==> config.mk <==
export PLATFORM = sky130hd
export DESIGN_NAME = fp32_doubler
export DESIGN_NICKNAME = d
export VERILOG_FILES = /design/src/rtl/fp_dbl_pkg.sv /design/src/rtl/fp_dbl_class.sv /design/src/rtl/fp_dbl_core.sv /design/src/rtl/fp32_doubler.sv
export SDC_FILE = /design/constraint.sdc
export NUM_CORES = 1
export LEC_CHECK = 0
export ABC_AREA = 1
export CORE_ASPECT_RATIO = 0.75
export CORE_MARGIN = 8
export CORE_UTILIZATION = 47
export CTS_CLUSTER_SIZE = 14
export DETAILED_ROUTE_END_ITERATION = 12
export PLACE_DENSITY = 0.82
export SYNTH_ARGS = -nofsm -noshare
export SYNTH_HDL_FRONTEND = slang
export SYNTH_SLANG_ARGS = --single-unit
==> constraint.sdc <==
create_clock -name clk_i -period 2.23 [get_ports clk_i]
set_clock_uncertainty 0.15 [all_clocks]
set_input_delay 0.5575 -clock clk_i [delete_from_list [all_inputs] [get_ports clk_i]]
set_output_delay 0.5575 -clock clk_i [all_outputs]
set_load 0.01 [all_outputs]
==> src/rtl/fp_dbl_pkg.sv <==
package fp_dbl_pkg;
  localparam int unsigned EXP_W  = 8;
  localparam int unsigned FRAC_W = 23;
  localparam int unsigned WORD_W = 1 + EXP_W + FRAC_W;
endpackage

==> src/rtl/fp_dbl_class.sv <==
module fp_dbl_class #(
  parameter int unsigned EXP_W = fp_dbl_pkg::EXP_W
) (
  input  logic [EXP_W-1:0] exp_i,
  output logic             special_o,
  output logic             denorm_o,
  output logic             ovf_o,
  output logic [EXP_W-1:0] exp_inc_o
);
  localparam logic [EXP_W-1:0] EXP_MAX = '1;

  assign special_o = (exp_i == EXP_MAX);
  assign denorm_o  = (exp_i == '0);
  assign exp_inc_o = exp_i + EXP_W'(1);
  assign ovf_o     = !special_o && (exp_inc_o == EXP_MAX);
endmodule

==> src/rtl/fp_dbl_core.sv <==
module fp_dbl_core #(
  parameter int unsigned EXP_W  = fp_dbl_pkg::EXP_W,
  parameter int unsigned FRAC_W = fp_dbl_pkg::FRAC_W
) (
  input  logic [EXP_W+FRAC_W:0]   word_i,
  input  logic                    special_i,
  input  logic                    denorm_i,
  input  logic                    ovf_i,
  input  logic [EXP_W-1:0]        exp_inc_i,
  output logic [EXP_W+FRAC_W:0]   word_o
);
  localparam int unsigned MAG_W = EXP_W + FRAC_W;

  logic              sign;
  logic [FRAC_W-1:0] frac;

  assign sign = word_i[MAG_W];
  assign frac = word_i[FRAC_W-1:0];

  always_comb begin
    if (special_i)
      word_o = word_i;
    else if (denorm_i)
      // exponent is zero, so the shifted fraction MSB lands in exponent LSB
      word_o = {sign, word_i[MAG_W-2:0], 1'b0};
    else if (ovf_i)
      word_o = {sign, {EXP_W{1'b1}}, {FRAC_W{1'b0}}};
    else
      word_o = {sign, exp_inc_i, frac};
  end

  always_comb begin
    if (denorm_i) assert_denorm_no_inf_R6: assert (word_o[MAG_W-1:FRAC_W] != {EXP_W{1'b1}});
  end
endmodule

==> src/rtl/fp32_doubler.sv <==
module fp32_doubler #(
  parameter int unsigned EXP_W  = fp_dbl_pkg::EXP_W,
  parameter int unsigned FRAC_W = fp_dbl_pkg::FRAC_W
) (
  input  logic                    clk_i,
  input  logic                    rst_ni,
  input  logic                    valid_i,
  input  logic [EXP_W+FRAC_W:0]   data_i,
  output logic                    valid_o,
  output logic [EXP_W+FRAC_W:0]   data_o
);
  localparam int unsigned W      = 1 + EXP_W + FRAC_W;
  localparam int unsigned EXP_HI = W - 2;
  localparam int unsigned EXP_LO = FRAC_W;
  localparam logic [EXP_W-1:0] EXP_MAX = '1;
  localparam logic [EXP_W-1:0] EXP_TOP = EXP_MAX - EXP_W'(1);

  logic             special, denorm, ovf;
  logic [EXP_W-1:0] exp_inc;
  logic [W-1:0]     result;

  fp_dbl_class #(.EXP_W(EXP_W)) i_class (
    .exp_i    (data_i[EXP_HI:EXP_LO]),
    .special_o(special),
    .denorm_o (denorm),
    .ovf_o    (ovf),
    .exp_inc_o(exp_inc)
  );

  fp_dbl_core #(.EXP_W(EXP_W), .FRAC_W(FRAC_W)) i_core (
    .word_i   (data_i),
    .special_i(special),
    .denorm_i (denorm),
    .ovf_i    (ovf),
    .exp_inc_i(exp_inc),
    .word_o   (result)
  );

  always_ff @(posedge clk_i or negedge rst_ni) begin
    if (!rst_ni) begin
      valid_o <= 1'b0;
      data_o  <= '0;
    end else begin
      valid_o <= valid_i;
      if (valid_i) data_o <= result;
    end
  end

  assert_sign_keep_R1: assert property (@(posedge clk_i) disable iff (!rst_ni)
    valid_i |=> data_o[W-1] == $past(data_i[W-1]));

  assert_special_pass_R2: assert property (@(posedge clk_i) disable iff (!rst_ni)
    (valid_i && data_i[EXP_HI:EXP_LO] == EXP_MAX) |=> data_o == $past(data_i));

  assert_overflow_inf_R4: assert property (@(posedge clk_i) disable iff (!rst_ni)
    (valid_i && data_i[EXP_HI:EXP_LO] == EXP_TOP) |=>
      (data_o[EXP_HI:EXP_LO] == EXP_MAX && data_o[FRAC_W-1:0] == '0));

  assert_valid_rise_R8: assert property (@(posedge clk_i) disable iff (!rst_ni)
    valid_i |=> valid_o);

  assert_valid_fall_R8: assert property (@(posedge clk_i) disable iff (!rst_ni)
    !valid_i |=> !valid_o);

  assert_hold_R10: assert property (@(posedge clk_i) disable iff (!rst_ni)
    !valid_i |=> $stable(data_o));
endmodule

==> run summary, run 1 <==
register-to-register setup slack: 1.29 ns
Final Max Slew Viols: 0
worst-path fanout max: 8
die area: 6190 um^2
arrival time reported for the critical path endpoint: 2.20 ns
Pint: 1.24 mW
weighted congestion reported at the end of routability-driven placement: 0.926
Worst setup SP type: primary input
Hold Fails Final Rpt: 0
final core area utilization: 80.0%
die extent in y: 70.1 um
worst hold path cell count: 2
most used cell, CP: sky130_fd_sc_hd__nand2_1
root buffer cell: sky130_fd_sc_hd__clkbuf_8
vias per cell: 5.23
number of antenna violations at the first check in global routing: 0
pin count of the biggest net entering global routing: 34
Tot Pwr: 1.69 mW
number of filler instances in the final layout: 255
routed wirelength normalized by instance count: 16.1 um
IR Drop Worst-Case VDD: 0.448 mV
buffering stage count on the worst path with inverters included: 2
Reg power frac: 40.8%
count of hold-fix buffers inserted at cts: 0
R2R depth: 2
leading cell type in the layout, fill and taps excluded: sky130_fd_sc_hd__clkdlybuf4s50_1
DRC violation count after routing: 0
fraction of final layout cells with drive strength greater than 1: 25.0%
clock insertion delay at the later pin of the skew report: 0.29 ns
Total Wirelength: 5.93 mm
total of flip-flops plus latches after synthesis: 33
Crit path max-delay family: simple AND/OR/NAND/NOR gates
final critical delay including setup and external delays: 2.17 ns
biggest cell delay along the critical path: 0.55 ns
most frequent cells in the layout: sky130_fd_sc_hd__clkdlybuf4s50_1, sky130_fd_sc_hd__a21oi_1, sky130_fd_sc_hd__dfrtp_1
Gate power share: 24.5%
Crit-path slowest cell: sky130_fd_sc_hd__clkdlybuf4s50_1
max frequency: 0.461 GHz
GRT Residual Overflow: 0
clock transition at the register clock pins on the worst setup and hold paths after CTS: 0.07 ns
global-route wire length before repair: 9.50 mm
instance count of the mapped netlist: 221
kind of end point of the critical path: register
Site Rows: 19
Port-buffer cells: 67
number of nets in the layout: 353
clock buffer count from CTS: 5
end of the worst register-to-register path: data_o[22]
pwr/cell area: 569 nW/um^2
Post-Syn Area per Cell: 8.31 um^2
transition time at the pin with the least slew margin: 0.473 ns
type of the tightest min-delay check: register to register
Area growth, synth to finish: 61.5%
data required time at the worst endpoint: 2.26 ns
remaining antenna violation count after routing: 0
HP Start: data_o[31]
clock network power share: 34.7%
Die X-Extent: 88.2 um
number of levels the H-tree was split into: 2
first-pass iteration count of the detailed router: 4
Switch Pwr: 444 uW
number of synthesis warnings: 0
CTS sink count: 33
outcome: finished clean
maximum root-to-sink buffer count: 2
synthesized area: 1840 um^2
Inserted Diodes: 0
Finish-stage setup viols: 0
LEAKAGE: 1.37 nW
Worst Path Class, Setup: primary input to register
unrepaired setup endpoints after global routing: false
Core Footprint: 3710 um^2
post-synthesis sequential area ratio: 45.0%
reported max-cap violation count: 0
Starting Density: 49.5%
end point of the most critical hold path: data_o[31]
total nets after synthesis: 259
number of violations reported at the end of detailed-routing iteration 0: 164
crit share post-route: 97.2%
switching part of the total power: 26.3%
TritonCTS clock tree: done
Post-DP HPWL: 4.27 mm
ordered list of cells on the worst path: clkdlybuf4s50_1 > nand2_1 > nor2_1 > nand2_1 > nand2_1 > nand2_2 > nor2_4 > nand3_4 > clkbuf_16 > nand3_1 > a21oi_1
number of primary I/O pins: 68
Vias: 1926
Rel. slew slack: 68.4%
via count of the first global-routing pass: 2013
critical register-to-register path startpoint: data_o[22]
all-layer global routing usage: 19.2%
distinct cell type count of the synthesized netlist: 25
## worst max path at each step
stage,start,slack [ns],endpoint,depth (start not counted)
finish,data_i[27],0.06,data_o[1],11
global route,data_i[27],0.007,data_o[13],9
CTS,data_i[24],0.003,data_o[23],12
detailed placement,data_i[23],-0.37,data_o[5],12
global placement,data_i[24],-0.27,data_o[23],12
floorplan,data_i[23],0.30,data_o[24],10
## state kept, by name (all words and copies together), names as in the netlist
register / count
valid_o: 1
data_o: 32
## worst reg2reg max path: stages, from the launching register on
cell and delay [ns]:
sky130_fd_sc_hd__dfrtp_1 0.38, sky130_fd_sc_hd__a21oi_1 0.18, sky130_fd_sc_hd__o21ai_0 0.10
## power by group through the flow
stage	clock [mW]	sequential [mW]	combinational (mW)
finish	0.585	0.688	0.413
global route	0.621	0.693	0.446
CTS	0.589	0.687	0.409
detailed placement	0	0.696	0.405
global placement	0	0.696	0.398
floorplan	0	0.721	0.122
## logic make-up (layout without fill, tap and decap cells)
kind of cell               count (synthesis)  after routing  share of synthesized area (%)
adders and majority gates                  3              3                           2.04
DFF                                       33             33                           45.0
buffers and inverters                     24            119                           6.06
AOI/OAI and AO/OA                         60             60                           18.9
and+or+nand+nor                          101            101                           28.0
## through the flow
step / instances / area, um^2 / setup WS [ns] / TNS (ns) / hold WS [ns]
finish: 368 / 2970 / 0.0617 / 0 / 0.325
global route: 368 / 2970 / 0.00692 / 0 / 0.353
CTS: 366 / 2890 / 0.00344 / 0 / 0.332
detailed placement: 356 / 2750 / -0.369 / -8.69 / 0.314
global placement: 356 / 2750 / -0.266 / -6.79 / 0.305
floorplan: 221 / 1840 / 0.298 / 0 / 0.112
## repair_timing
item,in CTS,in global routing
endpoints found under the setup margin,24,26
pin swaps,1,6
buffers inserted,2,1
resized for setup,5,13
gates cloned,0,1
endpoints found under the hold margin,0,0
## cells in the mapped netlist, drive strengths merged
library cell | instances | area (um^2)
buf | 6 | 43.8
o21bai | 2 | 15.0
clkbuf | 4 | 15.0
nand2 | 36 | 145
nor3 | 3 | 15.0
ha | 3 | 37.5
a31oi | 1 | 6.26
a21oi | 45 | 267
o21ai | 12 | 60.1
dfrtp | 33 | 826
nand3 | 26 | 198
nand3b | 1 | 7.51
inv | 14 | 52.6
nor2 | 35 | 149
## final cells by class
| cell class | count | area (um^2) | area share [%] |
|---|---|---|---|
| clock buffers | 7 | 86.3 | 2.91 |
| clock inverters | 1 | 30.0 | 1.01 |
| inverters | 14 | 52.6 | 1.77 |
| multi-input cells | 164 | 945 | 31.8 |
| flip-flops and latches | 33 | 826 | 27.8 |
| well taps | 52 | 65.1 | 2.19 |
| repair buffers | 97 | 962 | 32.4 |
## per-layer routing
metal	vias up	track usage, %	part of all wire [%]	wire length [um]
met1	911	23.9	43	2570
met5	-	0	0	0
met4	0	4.11	1.3	78
met2	78	31.5	48	2860
met3	9	5.96	7.1	421
li1	928	-	-	-
Note: power is estimated with default switching activity, not from simulation.
==> run 2: changes to the inputs <==
- CAP_MARGIN: not set -> 20
- CORE_MARGIN: 8 -> not set
==> run summary, run 2 (synthesis gave the netlist of run 1 again) <==
number of antenna violations at the first check in global routing: 0 (unchanged)
Post-DP HPWL: 3.84 mm (was 4.27 mm)
number of violations reported at the end of detailed-routing iteration 0: 226 (was 164)
pin count of the biggest net entering global routing: 34 (unchanged)
data required time at the worst endpoint: 2.26 ns (about the same)
outcome: finished clean (unchanged)
Crit-path slowest cell: sky130_fd_sc_hd__clkdlybuf4s50_1 (unchanged)
worst hold path cell count: 2 (unchanged)
Final Max Slew Viols: 0 (unchanged)
flip-flop count of the largest register, all copies and words added: 32 (unchanged)
R2R depth: 2 (unchanged)
remaining antenna violation count after routing: 0 (unchanged)
Worst setup SP type: primary input (unchanged)
Top Registers: data_o x32, valid_o x1 (unchanged)
fraction of final layout cells with drive strength greater than 1: 24.4% (was 25.0%)
Min Hold Slack: 0.323 ns (was 0.325 ns)
LEAKAGE: 1.38 nW (was 1.37 nW)
vias per cell: 5.50 (was 5.23)
clock buffer count from CTS: 5 (unchanged)
Tot Pwr: 1.70 mW (was 1.69 mW)
arrival time reported for the critical path endpoint: 2.19 ns (was 2.20 ns)
Rel. slew slack: 72.4% (was 68.4%)
TritonCTS clock tree: done (unchanged)
ordered list of cells on the worst path: clkdlybuf4s50_1 > nand3_2 > o21ai_2 > nand2_2 > nor2_4 > nand3_4 > buf_12 > nand3_1 > a21oi_2 (was clkdlybuf4s50_1 > nand2_1 > nor2_1 > nand2_1 > nand2_1 > nand2_2 > nor2_4 > nand3_4 > clkbuf_16 > nand3_1 > a21oi_1)
type of the tightest min-delay check: register to register (unchanged)
unrepaired setup endpoints after global routing: false (unchanged)
kind of end point of the critical path: register (unchanged)
CTS sink count: 33 (unchanged)
Area after DPL: 2750 um^2 (about the same)
count of placed standard cells in the final layout, fillers left out: 367 (was 368)
Vias: 2018 (was 1926)
end point of the most critical hold path: data_o[31] (unchanged)
Total Wirelength: 5.85 mm (was 5.93 mm)
Inserted Diodes: 0 (unchanged)
number of nets in the layout: 352 (was 353)
transition time at the pin with the least slew margin: 0.414 ns (was 0.473 ns)
GRT Residual Overflow: 0 (unchanged)
worst-path fanout max: 8 (unchanged)
pwr/cell area: 573 nW/um^2 (was 569 nW/um^2)
placed instance count: 357 (was 356)
Worst Path Class, Setup: primary input to register (unchanged)
number of levels the H-tree was split into: 2 (unchanged)
IR Drop Worst-Case VDD: 0.400 mV (was 0.448 mV)
final setup slack of the worst path: 0.0702 ns (was 0.0617 ns)
biggest cell delay along the critical path: 0.56 ns (was 0.55 ns)
pre-CTS setup slack: -0.367 ns (was -0.369 ns)
first-pass iteration count of the detailed router: 4 (unchanged)
final-layout setup total negative slack: 0 ns (unchanged)
Hold Fails Final Rpt: 0 (unchanged)
final core area utilization: 79.7% (was 80.0%)
all-layer global routing usage: 28.5% (was 19.2%)
end of the worst register-to-register path: data_o[20] (was data_o[22])
clock transition at the register clock pins on the worst setup and hold paths after CTS: 0.07 ns (about the same)
die area: 4160 um^2 (was 6190 um^2)
via count of the first global-routing pass: 1882 (was 2013)
Starting Density: 49.5% (unchanged)
register-to-register setup slack: 1.26 ns (was 1.29 ns)
number of primary I/O pins: 68 (unchanged)
leading cell type in the layout, fill and taps excluded: sky130_fd_sc_hd__clkdlybuf4s50_1 (unchanged)
root buffer cell: sky130_fd_sc_hd__clkbuf_8 (unchanged)
Finish-stage setup viols: 0 (unchanged)
number of filler instances in the final layout: 268 (was 255)
routed wirelength normalized by instance count: 15.9 um (was 16.1 um)
global-route wire length before repair: 8.89 mm (was 9.50 mm)
Core Footprint: 3710 um^2 (unchanged)
Port-buffer cells: 67 (unchanged)
DRC violation count after routing: 0 (unchanged)
register with the most flip-flops: data_o (unchanged)
most frequent cells in the layout: sky130_fd_sc_hd__clkdlybuf4s50_1, sky130_fd_sc_hd__dfrtp_1, sky130_fd_sc_hd__nor2_1 (was sky130_fd_sc_hd__clkdlybuf4s50_1, sky130_fd_sc_hd__a21oi_1, sky130_fd_sc_hd__dfrtp_1)
max frequency: 0.463 GHz (was 0.461 GHz)
critical register-to-register path startpoint: data_o[20] (was data_o[22])
weighted congestion reported at the end of routability-driven placement: 0.901 (was 0.926)
clock insertion delay at the later pin of the skew report: 0.29 ns (about the same)
count of hold-fix buffers inserted at cts: 0 (unchanged)
reported max-cap violation count: 0 (unchanged)
Site Rows: 19 (unchanged)
total non-filler cell area in the finished layout: 2960 um^2 (was 2970 um^2)
crit share post-route: 96.9% (was 97.2%)
HP Start: data_o[31] (unchanged)
Area growth, synth to finish: 61.0% (was 61.5%)
die extent in y: 56.1 um (was 70.1 um)
Die X-Extent: 74.2 um (was 88.2 um)
maximum root-to-sink buffer count: 2 (unchanged)
final critical delay including setup and external delays: 2.16 ns (was 2.17 ns)
run 2: power by group:
part | internal (mW) | switching [mW]
clock | 0.364 | 0.225
combinational | 0.225 | 0.193
sequential | 0.655 | 0.0334
run 2: area by class of cell:
cell class	instances	area (um^2)	share of cell area (%)
well taps	52	65.1	2.20
clock inverters	1	30.0	1.02
inverters	14	52.6	1.78
clock buffers	7	86.3	2.92
multi-input cells	164	942	31.9
repair buffers	96	955	32.3
flip-flops and latches	33	826	27.9
run 2: what timing repair did:
action / in CTS / in global routing
gates cloned: 1 / 0
pin swaps: 2 / 3
setup endpoints to repair: 21 / 26
buffers inserted: 0 / 1
gates resized for setup: 8 / 9
run 2: how the worst max path moves through the flow:
stage,start,endpoint,cells after the start
5_1_grt,data_i[28],data_o[2],9
3_5_place_dp,data_i[23],data_o[5],12
2_1_floorplan,data_i[23],data_o[24],10
4_1_cts,data_i[24],data_o[2],12
3_3_place_gp,data_i[23],data_o[9],12
6_report,data_i[28],data_o[5],9
run 2: critical path, delay by kind of cell:
kind	cells	cell delay (ns)
AOI/OAI and AO/OA	2	0.24
buffers and inverters	2	0.75
and+or+nand+nor	5	0.64
run 2: per-layer routing:
metal | part of all wire [%] | vias up | global-route usage [%]
met5 | 0 | - | 0
met4 | 2.0 | 0 | 9.34
met3 | 7.5 | 16 | 5.07
met2 | 47 | 101 | 44.0
met1 | 43 | 975 | 40.0
li1 | - | 926 | -
==> run 3: changes to the inputs <==
- MAX_ROUTING_LAYER: not set -> met4
==> run summary, run 3 (synthesis gave the netlist of run 1 again) <==
Inserted Diodes: 0 (unchanged)
Port-buffer cells: 67 (unchanged)
Post-DP HPWL: 3.84 mm (unchanged)
register-to-register setup slack: 1.26 ns (about the same)
die extent in y: 56.1 um (unchanged)
count of hold-fix buffers inserted at cts: 0 (unchanged)
leading cell type in the layout, fill and taps excluded: sky130_fd_sc_hd__clkdlybuf4s50_1 (unchanged)
number of nets in the layout: 352 (unchanged)
number of violations reported at the end of detailed-routing iteration 0: 218 (was 226)
number of primary I/O pins: 68 (unchanged)
root buffer cell: sky130_fd_sc_hd__clkbuf_8 (unchanged)
most frequent cells in the layout: sky130_fd_sc_hd__clkdlybuf4s50_1, sky130_fd_sc_hd__dfrtp_1, sky130_fd_sc_hd__nor2_1 (unchanged)
Vias: 2039 (was 2018)
clock buffer count from CTS: 5 (unchanged)
number of filler instances in the final layout: 268 (unchanged)
Area growth, synth to finish: 61.0% (unchanged)
number of antenna violations at the first check in global routing: 0 (unchanged)
transition time at the pin with the least slew margin: 0.420 ns (was 0.414 ns)
fraction of final layout cells with drive strength greater than 1: 24.4% (unchanged)
crit share post-route: 97.1% (was 96.9%)
switching part of the total power: 26.7% (was 26.6%)
worst-path fanout max: 8 (unchanged)
unrepaired setup endpoints after global routing: false (unchanged)
critical register-to-register path startpoint: data_o[20] (unchanged)
Total Wirelength: 5.86 mm (was 5.85 mm)
reported max-cap violation count: 0 (unchanged)
GRT Residual Overflow: 0 (unchanged)
Worst Path Class, Setup: primary input to register (unchanged)
Final Max Slew Viols: 0 (unchanged)
clock network power share: 34.8% (was 34.7%)
vias per cell: 5.56 (was 5.50)
Finish-stage setup viols: 0 (unchanged)
IR Drop Worst-Case VDD: 0.400 mV (about the same)
final critical delay including setup and external delays: 2.17 ns (was 2.16 ns)
flip-flop count of the largest register, all copies and words added: 32 (unchanged)
Crit-path slowest cell: sky130_fd_sc_hd__clkdlybuf4s50_1 (unchanged)
pre-CTS setup slack: -0.367 ns (unchanged)
R2R depth: 2 (unchanged)
via count of the first global-routing pass: 1885 (was 1882)
Switch Pwr: 454 uW (was 451 uW)
Reg power frac: 40.6% (about the same)
arrival time reported for the critical path endpoint: 2.19 ns (about the same)
Top Registers: data_o x32, valid_o x1 (unchanged)
weighted congestion reported at the end of routability-driven placement: 0.917 (was 0.901)
end of the worst register-to-register path: data_o[20] (unchanged)
maximum root-to-sink buffer count: 2 (unchanged)
ordered list of cells on the worst path: clkdlybuf4s50_1 > nand3_2 > o21ai_2 > nand2_2 > nor2_4 > nand3_4 > buf_12 > nand3_1 > a21oi_2 (unchanged)
DRC violation count after routing: 0 (unchanged)
Worst setup SP type: primary input (unchanged)
data required time at the worst endpoint: 2.26 ns (about the same)
Site Rows: 19 (unchanged)
outcome: finished clean (unchanged)
clock insertion delay at the later pin of the skew report: 0.29 ns (about the same)
final-layout setup total negative slack: 0 ns (unchanged)
end point of the most critical hold path: data_o[31] (unchanged)
Starting Density: 49.5% (unchanged)
die area: 4160 um^2 (unchanged)
HP Start: data_o[31] (unchanged)
Die X-Extent: 74.2 um (unchanged)
Hold Fails Final Rpt: 0 (unchanged)
Core Footprint: 3710 um^2 (unchanged)
CTS sink count: 33 (unchanged)
final setup slack of the worst path: 0.0643 ns (was 0.0702 ns)
number of levels the H-tree was split into: 2 (unchanged)
worst hold path cell count: 2 (unchanged)
clock transition at the register clock pins on the worst setup and hold paths after CTS: 0.07 ns (about the same)
pwr/cell area: 574 nW/um^2 (was 573 nW/um^2)
remaining antenna violation count after routing: 0 (unchanged)
first-pass iteration count of the detailed router: 4 (unchanged)
all-layer global routing usage: 29.3% (was 28.5%)
kind of end point of the critical path: register (unchanged)
pin count of the biggest net entering global routing: 34 (unchanged)
Rel. slew slack: 72.0% (was 72.4%)
biggest cell delay along the critical path: 0.56 ns (about the same)
max frequency: 0.462 GHz (was 0.463 GHz)
Gate power share: 24.7% (about the same)
routed wirelength normalized by instance count: 16.0 um (was 15.9 um)
type of the tightest min-delay check: register to register (unchanged)
global-route wire length before repair: 8.87 mm (was 8.89 mm)
register with the most flip-flops: data_o (unchanged)
Pint: 1.24 mW (about the same)
TritonCTS clock tree: done (unchanged)
LEAKAGE: 1.38 nW (unchanged)
run 3: worst max path at each step:
stage	slack (ns)	startpoint	cells past startpoint	to
final	0.06	data_i[28]	9	data_o[5]
after global routing	0.002	data_i[28]	9	data_o[2]
after CTS	-0.03	data_i[24]	12	data_o[2]
after detailed placement	-0.37	data_i[23]	12	data_o[5]
after global placement	-0.27	data_i[23]	12	data_o[9]
after floorplan	0.30	data_i[23]	10	data_o[24]
run 3: worst max-delay path, delay by kind of cell:
kind	cells	cell delay (ns)
buffers and inverters	2	0.75
AO/OA/AOI/OAI	2	0.24
AND/OR/NAND/NOR	5	0.65
run 3: final cells by class:
cell class / instances / area (um^2) / share of cell area [%]
tap: 52 / 65.1 / 2.20
multi-input combinational: 164 / 942 / 31.9
timing repair buffer: 96 / 955 / 32.3
sequential: 33 / 826 / 27.9
inverter: 14 / 52.6 / 1.78
clock inverter: 1 / 30.0 / 1.02
clock buffer: 7 / 86.3 / 2.92
run 3: timing repair:
item                                    in CTS  in global routing
endpoints found under the setup margin      21                 26
buffers inserted                             0                  1
pin swaps                                    2                  3
gates cloned                                 1                  0
gates resized for setup                      8                  9
run 3: per-stage QoR:
stage / hold slack, ns / utilization [%] / power (mW) / cell area, um^2 / cells
finish: 0.322 / 79.7 / 1.70 / 2960 / 367
global route: 0.344 / 79.7 / 1.76 / 2960 / 367
CTS: 0.325 / 78.7 / 1.69 / 2920 / 366
detailed placement: 0.308 / 74.3 / 1.10 / 2750 / 357
global placement: 0.305 / 74.3 / 1.09 / 2750 / 357
floorplan: 0.112 / - / 0.843 / 1840 / 221
run 3: power groups by stage:
stage / Clock, mW / Sequential [mW] / Combinational, mW
finish: 0.591 / 0.689 / 0.419
global route: 0.621 / 0.692 / 0.449
CTS: 0.590 / 0.688 / 0.413
detailed placement: 0 / 0.697 / 0.404
global placement: 0 / 0.696 / 0.395
floorplan: 0 / 0.721 / 0.122
run 3: per-layer routing:
layer	share of wire, %	up-vias	track usage [%]
li1	-	928	-
met1	44	988	40.5
met2	48	109	44.0
met3	6.8	14	4.35
met4	2.0	0	9.34
met5	0	-	-
